[src/rtl/qz_pkg.sv]
package qz_pkg;

    localparam int DIV_W    = 8;
    localparam int COMP_W   = 2;
    localparam int PIPE_LAT = 4;

    // Step size for one table half at one block position.
    function automatic logic [DIV_W-1:0] step_entry(input int chroma, input int idx);
        int raw;
        if (chroma != 0) raw = (5 * idx) % 256;
        else             raw = (2 * idx + 1) % 256;
        return DIV_W'(raw);
    endfunction

    // Codes 2 and 3 use the chroma half.
    function automatic logic use_chroma(input logic [COMP_W-1:0] code);
        return code >= COMP_W'(2);
    endfunction

endpackage

[src/rtl/qz_pos_counter.sv]
module qz_pos_counter #(
    parameter int BLOCK_LEN = 64,
    localparam int POS_W = $clog2(BLOCK_LEN)
) (
    input  logic             clk,
    input  logic             rst,
    input  logic             adv,
    output logic [POS_W-1:0] pos
);

    localparam logic [POS_W-1:0] LAST = POS_W'(BLOCK_LEN - 1);

    always_ff @(posedge clk) begin
        if (rst) begin
            pos <= '0;
        end else if (adv) begin
            if (pos == LAST) pos <= '0;
            else             pos <= pos + 1'b1;
        end
    end

endmodule

[src/rtl/qz_table_rom.sv]
module qz_table_rom #(
    parameter int BLOCK_LEN = 64,
    localparam int POS_W = $clog2(BLOCK_LEN),
    localparam int ENTRIES = 2 * BLOCK_LEN
) (
    input  logic                    chroma,
    input  logic [POS_W-1:0]        pos,
    output logic [qz_pkg::DIV_W-1:0] step
);

    logic [qz_pkg::DIV_W-1:0] table_q [ENTRIES];

    for (genvar h = 0; h < 2; h++) begin : g_half
        for (genvar i = 0; i < BLOCK_LEN; i++) begin : g_pos
            assign table_q[h*BLOCK_LEN + i] = qz_pkg::step_entry(h, i);
        end
    end

    assign step = table_q[{chroma, pos}];

endmodule

[src/rtl/qz_div_pipe.sv]
module qz_div_pipe #(
    parameter int DATA_W = 12,
    localparam int DIV_W = qz_pkg::DIV_W
) (
    input  logic              clk,
    input  logic              rst,
    input  logic              in_valid,
    input  logic [DATA_W-1:0] in_data,
    input  logic [DIV_W-1:0]  in_step,
    output logic              out_valid,
    output logic [DATA_W-1:0] out_data
);

    typedef struct packed {
        logic              valid;
        logic              neg;
        logic [DATA_W-1:0] mag;
        logic [DIV_W-1:0]  step;
    } absval_t;

    typedef struct packed {
        logic              valid;
        logic              neg;
        logic              zero;
        logic [DATA_W:0]   num;
        logic [DIV_W:0]    den;
    } frac_t;

    typedef struct packed {
        logic              valid;
        logic              neg;
        logic [DATA_W:0]   quo;
    } quot_t;

    absval_t st1;
    frac_t   st2;
    quot_t   st3;

    logic              in_neg;
    logic [DATA_W-1:0] in_mag;
    logic [DATA_W:0]   quo_neg;
    logic [DATA_W:0]   den_safe;

    assign in_neg   = in_data[DATA_W-1];
    assign in_mag   = in_neg ? (~in_data + 1'b1) : in_data;
    assign quo_neg  = ~st3.quo + 1'b1;
    assign den_safe = st2.zero ? (DATA_W+1)'(1) : (DATA_W+1)'(st2.den);

    // Stage 1: sign and magnitude, capture step.
    always_ff @(posedge clk) begin
        if (rst) begin
            st1 <= '0;
        end else begin
            st1.valid <= in_valid;
            st1.neg   <= in_neg;
            st1.mag   <= in_mag;
            st1.step  <= in_step;
        end
    end

    // Stage 2: rounding numerator 2|x|+d over denominator 2d.
    always_ff @(posedge clk) begin
        if (rst) begin
            st2 <= '0;
        end else begin
            st2.valid <= st1.valid;
            st2.neg   <= st1.neg;
            st2.zero  <= (st1.step == '0);
            st2.num   <= {st1.mag, 1'b0} + (DATA_W+1)'(st1.step);
            st2.den   <= {st1.step, 1'b0};
        end
    end

    // Stage 3: unsigned division.
    always_ff @(posedge clk) begin
        if (rst) begin
            st3 <= '0;
        end else begin
            st3.valid <= st2.valid;
            st3.neg   <= st2.neg;
            st3.quo   <= st2.zero ? '0 : (st2.num / den_safe);
        end
    end

    // Stage 4: restore sign, zero when idle.
    always_ff @(posedge clk) begin
        if (rst) begin
            out_valid <= 1'b0;
            out_data  <= '0;
        end else begin
            out_valid <= st3.valid;
            if (!st3.valid)  out_data <= '0;
            else if (st3.neg) out_data <= quo_neg[DATA_W-1:0];
            else              out_data <= st3.quo[DATA_W-1:0];
        end
    end

endmodule

[src/rtl/coef_quantizer.sv]
module coef_quantizer #(
    parameter int DATA_W    = 12,
    parameter int BLOCK_LEN = 64
) (
    input  logic                      clk,
    input  logic                      rst,
    input  logic                      in_valid,
    input  logic [DATA_W-1:0]         in_data,
    input  logic [qz_pkg::COMP_W-1:0] in_comp,
    output logic                      out_valid,
    output logic [DATA_W-1:0]         out_data
);

    localparam int POS_W = $clog2(BLOCK_LEN);

    logic [POS_W-1:0]         pos_q;
    logic [qz_pkg::DIV_W-1:0] lut_step;
    logic                     chroma_sel;

    assign chroma_sel = qz_pkg::use_chroma(in_comp);

    qz_pos_counter #(.BLOCK_LEN(BLOCK_LEN)) u_pos (
        .clk (clk),
        .rst (rst),
        .adv (in_valid),
        .pos (pos_q)
    );

    qz_table_rom #(.BLOCK_LEN(BLOCK_LEN)) u_rom (
        .chroma (chroma_sel),
        .pos    (pos_q),
        .step   (lut_step)
    );

    qz_div_pipe #(.DATA_W(DATA_W)) u_div (
        .clk       (clk),
        .rst       (rst),
        .in_valid  (in_valid),
        .in_data   (in_data),
        .in_step   (lut_step),
        .out_valid (out_valid),
        .out_data  (out_data)
    );

endmodule

[config.mk]
export PLATFORM = sky130hd
export DESIGN_NAME = coef_quantizer
export DESIGN_NICKNAME = d
export VERILOG_FILES = /design/src/rtl/qz_pkg.sv /design/src/rtl/qz_pos_counter.sv /design/src/rtl/qz_table_rom.sv /design/src/rtl/qz_div_pipe.sv /design/src/rtl/coef_quantizer.sv
export SDC_FILE = /design/constraint.sdc
export NUM_CORES = 1
export LEC_CHECK = 0
export BUFFER_PORTS_ARGS = -buffer_cell sky130_fd_sc_hd__buf_2
export CAP_MARGIN = 20
export CORE_ASPECT_RATIO = 0.6
export CORE_MARGIN = 2
export CORE_UTILIZATION = 59
export DETAILED_ROUTE_END_ITERATION = 8
export PLACE_DENSITY = 0.81
export SLEW_MARGIN = 20
export SYNTH_ARGS = -nofsm -noshare
export SYNTH_HDL_FRONTEND = slang
export SYNTH_HIERARCHICAL = 1
export SYNTH_SLANG_ARGS = --single-unit
[constraint.sdc]
create_clock -name clk -period 29 [get_ports clk]
set_input_delay 1.45 -clock clk [delete_from_list [all_inputs] [get_ports clk]]
set_output_delay 1.45 -clock clk [all_outputs]
set_load 0.01 [all_outputs]
==> metrics.md <==
| Metric | Value |
|---|---|
| Area growth, synth to finish | 7.20% |
| Hold path start | u_div/st2[24] |
| Critical path class | flip-flop to flip-flop |
| Router iterations before antenna repair | 5 |
| Via count | 6555 |
| Slowest cell on the critical path | a21oi_1 |
| Post-synth EDFFs | 0 |
| Grt ovf | 0 |
| Reg2Reg Launch Point | u_div/st2[22] |
| Maximum fanout along the worst path | 19 |
| Run status | complete, no violations |
| Die Y | 90.8 um |
| Hold Path Cell Cnt | 1 |
| Synth Cell Area | 7400 sq um |
| Syn Nets | 1019 |
| Routed vias/inst | 6.05 |
| Die extent in x | 149 um |
| Worst min path class | flip-flop to flip-flop |
| RR Endpoint | u_div/st3[0] |
| Routed Antenna Nets | 0 |
| Crit path capture type | flip-flop |
| First-pass GRT wire length | 29500 um |
| Required time of the critical path | 29.15 ns |
| Slew Viols, Final | 0 |
| Final worst path period share | 86.7% |
| Area of the multi-input gates | 5560 sq um |
| Slew @ Worst Pin | 0.940 ns |
| Largest net degree at the start of global routing | 55 |
| Hold Path Sink | u_div/st3[14] |
| Gpl congestion | 0.908 |
| Mean Syn Cell Area | 8.19 sq um |
| Tmin final | 25.14 ns |
| FF+latch count, synth | 78 |
| CP max stage delay | 0.77 ns |
| YS warnings | 6 |
| Number of global-route vias before repair | 5972 |
| Clock sinks | 78 |
| DR iter-0 viols | 483 |
| CTS max path bufs | 2 |
| Core area | 12100 sq um |
| MaxCap Viol Count | 0 |
| Drc violations | 0 |
| Routed len/inst | 16.3 um |
| Clk slew on worst S/H paths | 0.06 ns |
| Final #Nets | 1028 |
| Main synth FF type | dfxtp_1 |
| DIE AREA | 13500 sq um |
| Final TNS setup | 0 ns |
| Initial Utilization | 61.0% |
| CTS Buf Count | 9 |
| Synth async-reset ratio | 0% |
| Htree depth | 3 |
| I/O Buffers | 28 |
| IO Pins | 30 |
| Layout cells sized above 1 | 12.7% |
| Flop2flop setup slack | 3.86 ns |
| Initial antenna violation count | 0 |
| Worst-case reg-to-reg path depth | 88 |
| Detailed-route wire length | 17700 um |
| Slew margin rel. | 37.3% |
| Clock Tree Root | clkbuf_16 |
| Arr. time, crit path | 25.29 ns |
| Count of different cell masters after synthesis | 88 |
| CP Launch Type | flip-flop |
| F_max | 39.8 MHz |
| Post-CTS sizing | 0 |
| Sequential area share after synthesis | 21.1% |
| Detailed placement HPWL | 13500 um |
| Setup Fix Bufs, Post-CTS | 0 |
| Final hold violations | 0 |
| CP most frequent cell | ha_1 |
| Setup Skew | 0.00575 ns |
| Synth Instances | 904 |
| Hold_buf cts | 0 |
| Rows | 31 |
| Clk Latency, worst-skew pair | 0.33 ns |
| Setup Viol. Count Final | 0 |
| Antenna diodes | 0 |
| Filler instances | 1000 |
| Worst Setup SP | u_div/st2[22] |
| Total global-route track usage | 26.6% |
| Sequential Area | 1560 sq um |
| CTS tree | yes |
| Unrepaired setup endpoints after global routing | no |
cells in the mapped netlist, drive strengths merged (4+ instances only):
cell type	instances	share of area [%]
nand4	8	0.76
nor4b	4	0.47
o21a	22	2.3
nand2	62	3.1
mux2i	7	0.95
o211ai	14	1.6
o21bai	5	0.51
nand2b	15	1.3
nor4	7	1.0
o21ai	43	2.9
o22ai	4	0.34
o31ai	7	0.71
buf	13	1.1
mux2	32	4.9
or2	10	0.85
a211o	6	0.73
ha	97	16
inv	34	1.7
a21oi	49	3.5
xor2	34	4.0
or3	18	1.5
xnor2	34	4.0
a311oi	4	0.56
dfxtp	78	21
clkbuf	19	0.96
a21o	19	1.9
nand3	15	1.0
nor2b	36	3.0
a31oi	10	0.85
a211oi	4	0.47
nor2	101	5.2
a21boi	5	0.51
nor3	27	1.8
and3	4	0.36
critical path, delay by kind of cell, from the launching register on:
kind            cells  cell delay, ns
flops               1            0.68
buf+inv             2            0.59
compound gates     46           11.73
mux                 6            2.34
simple gates       21            5.48
fa+ha+maj          13            4.10
worst max path at each step:
stage                        end  slack (ns)
global route        u_div/st3[0]        2.35
CTS                 u_div/st3[0]        4.34
detailed placement  u_div/st3[0]        4.49
finish              u_div/st3[0]        3.86
global placement    u_div/st3[0]        4.77
floorplan           u_div/st3[0]        8.92
through the flow:
stage / instance area (sq um) / util [%] / hold slack, ns / instances / setup WS [ns]
2_1_floorplan: 7400 / - / 0.389 / 904 / 8.92
3_3_place_gp: 7610 / 62.7 / 0.415 / 1067 / 4.77
3_5_place_dp: 7610 / 62.7 / 0.424 / 1067 / 4.49
4_1_cts: 7930 / 65.4 / 0.443 / 1083 / 4.34
5_1_grt: 7930 / 65.4 / 0.458 / 1083 / 2.35
6_report: 7930 / 65.4 / 0.437 / 1083 / 3.86
kinds of logic (layout without fill, tap and decap cells):
group	Yosys count	in the layout	share of synthesized area, %
AOI/OAI and AO/OA	228	228	21.8
xor gates and xnor gates	68	68	8.05
adders and majority gates	98	98	16.7
buffers and inverters	66	80	3.77
DFF	78	78	21.1
muxes	39	39	5.87
and+or+nand+nor	327	327	22.7
state kept, by name, indices dropped and copies added, names as in the netlist:
register         cells
u_div/st1           22
u_div/st3           14
u_div/st2           23
u_div/out_valid      1
u_pos/pos            6
u_div/out_data      12
placed cells by master, fill, tap and decap left out, types with 4 or more instances in the layout:
cell	synthesis	layout
nand3_1	15	15
or3_1	18	18
o21ai_1	5	5
clkbuf_16	0	9
nand2b_1	15	15
inv_1	33	33
nor4b_1	4	4
nor4_1	5	5
xnor2_1	34	34
buf_2	7	28
nor2b_1	36	36
nor3_1	27	27
a211o_1	5	5
a21oi_1	45	45
mux2i_1	7	7
o211ai_1	12	12
a31oi_1	10	10
ha_1	97	97
dfxtp_1	78	78
o21a_1	21	21
o21ai_0	38	38
o22ai_1	4	4
nor2_1	100	100
a21oi_2	4	4
o31ai_1	7	7
o21bai_1	5	5
mux2_2	30	30
or2_2	10	10
nand4_1	7	7
a21o_1	19	19
xor2_1	34	34
nand2_1	62	62
metal layers:
metal  global-route usage (%)  routed length (um)  up-vias
met2                     40.5                7360      236
li1                         -                   -     3312
met1                     38.8                8930     2983
met3                     5.15                1150       24
met5                        0                   0        -
met4                     5.24                 241        0
final cells by class:
class / count / share of cell area, %
Inverter: 34 / 1.61
Clock buffer: 9 / 2.84
Multi-Input combinational cell: 760 / 70.1
Timing Repair Buffer: 30 / 1.96
Sequential cell: 78 / 19.7
Clock inverter: 7 / 1.23
Tap cell: 165 / 2.60
Power is not shown: default switching activity piles up to over one toggle a cycle in this logic, so the estimate is an artifact.
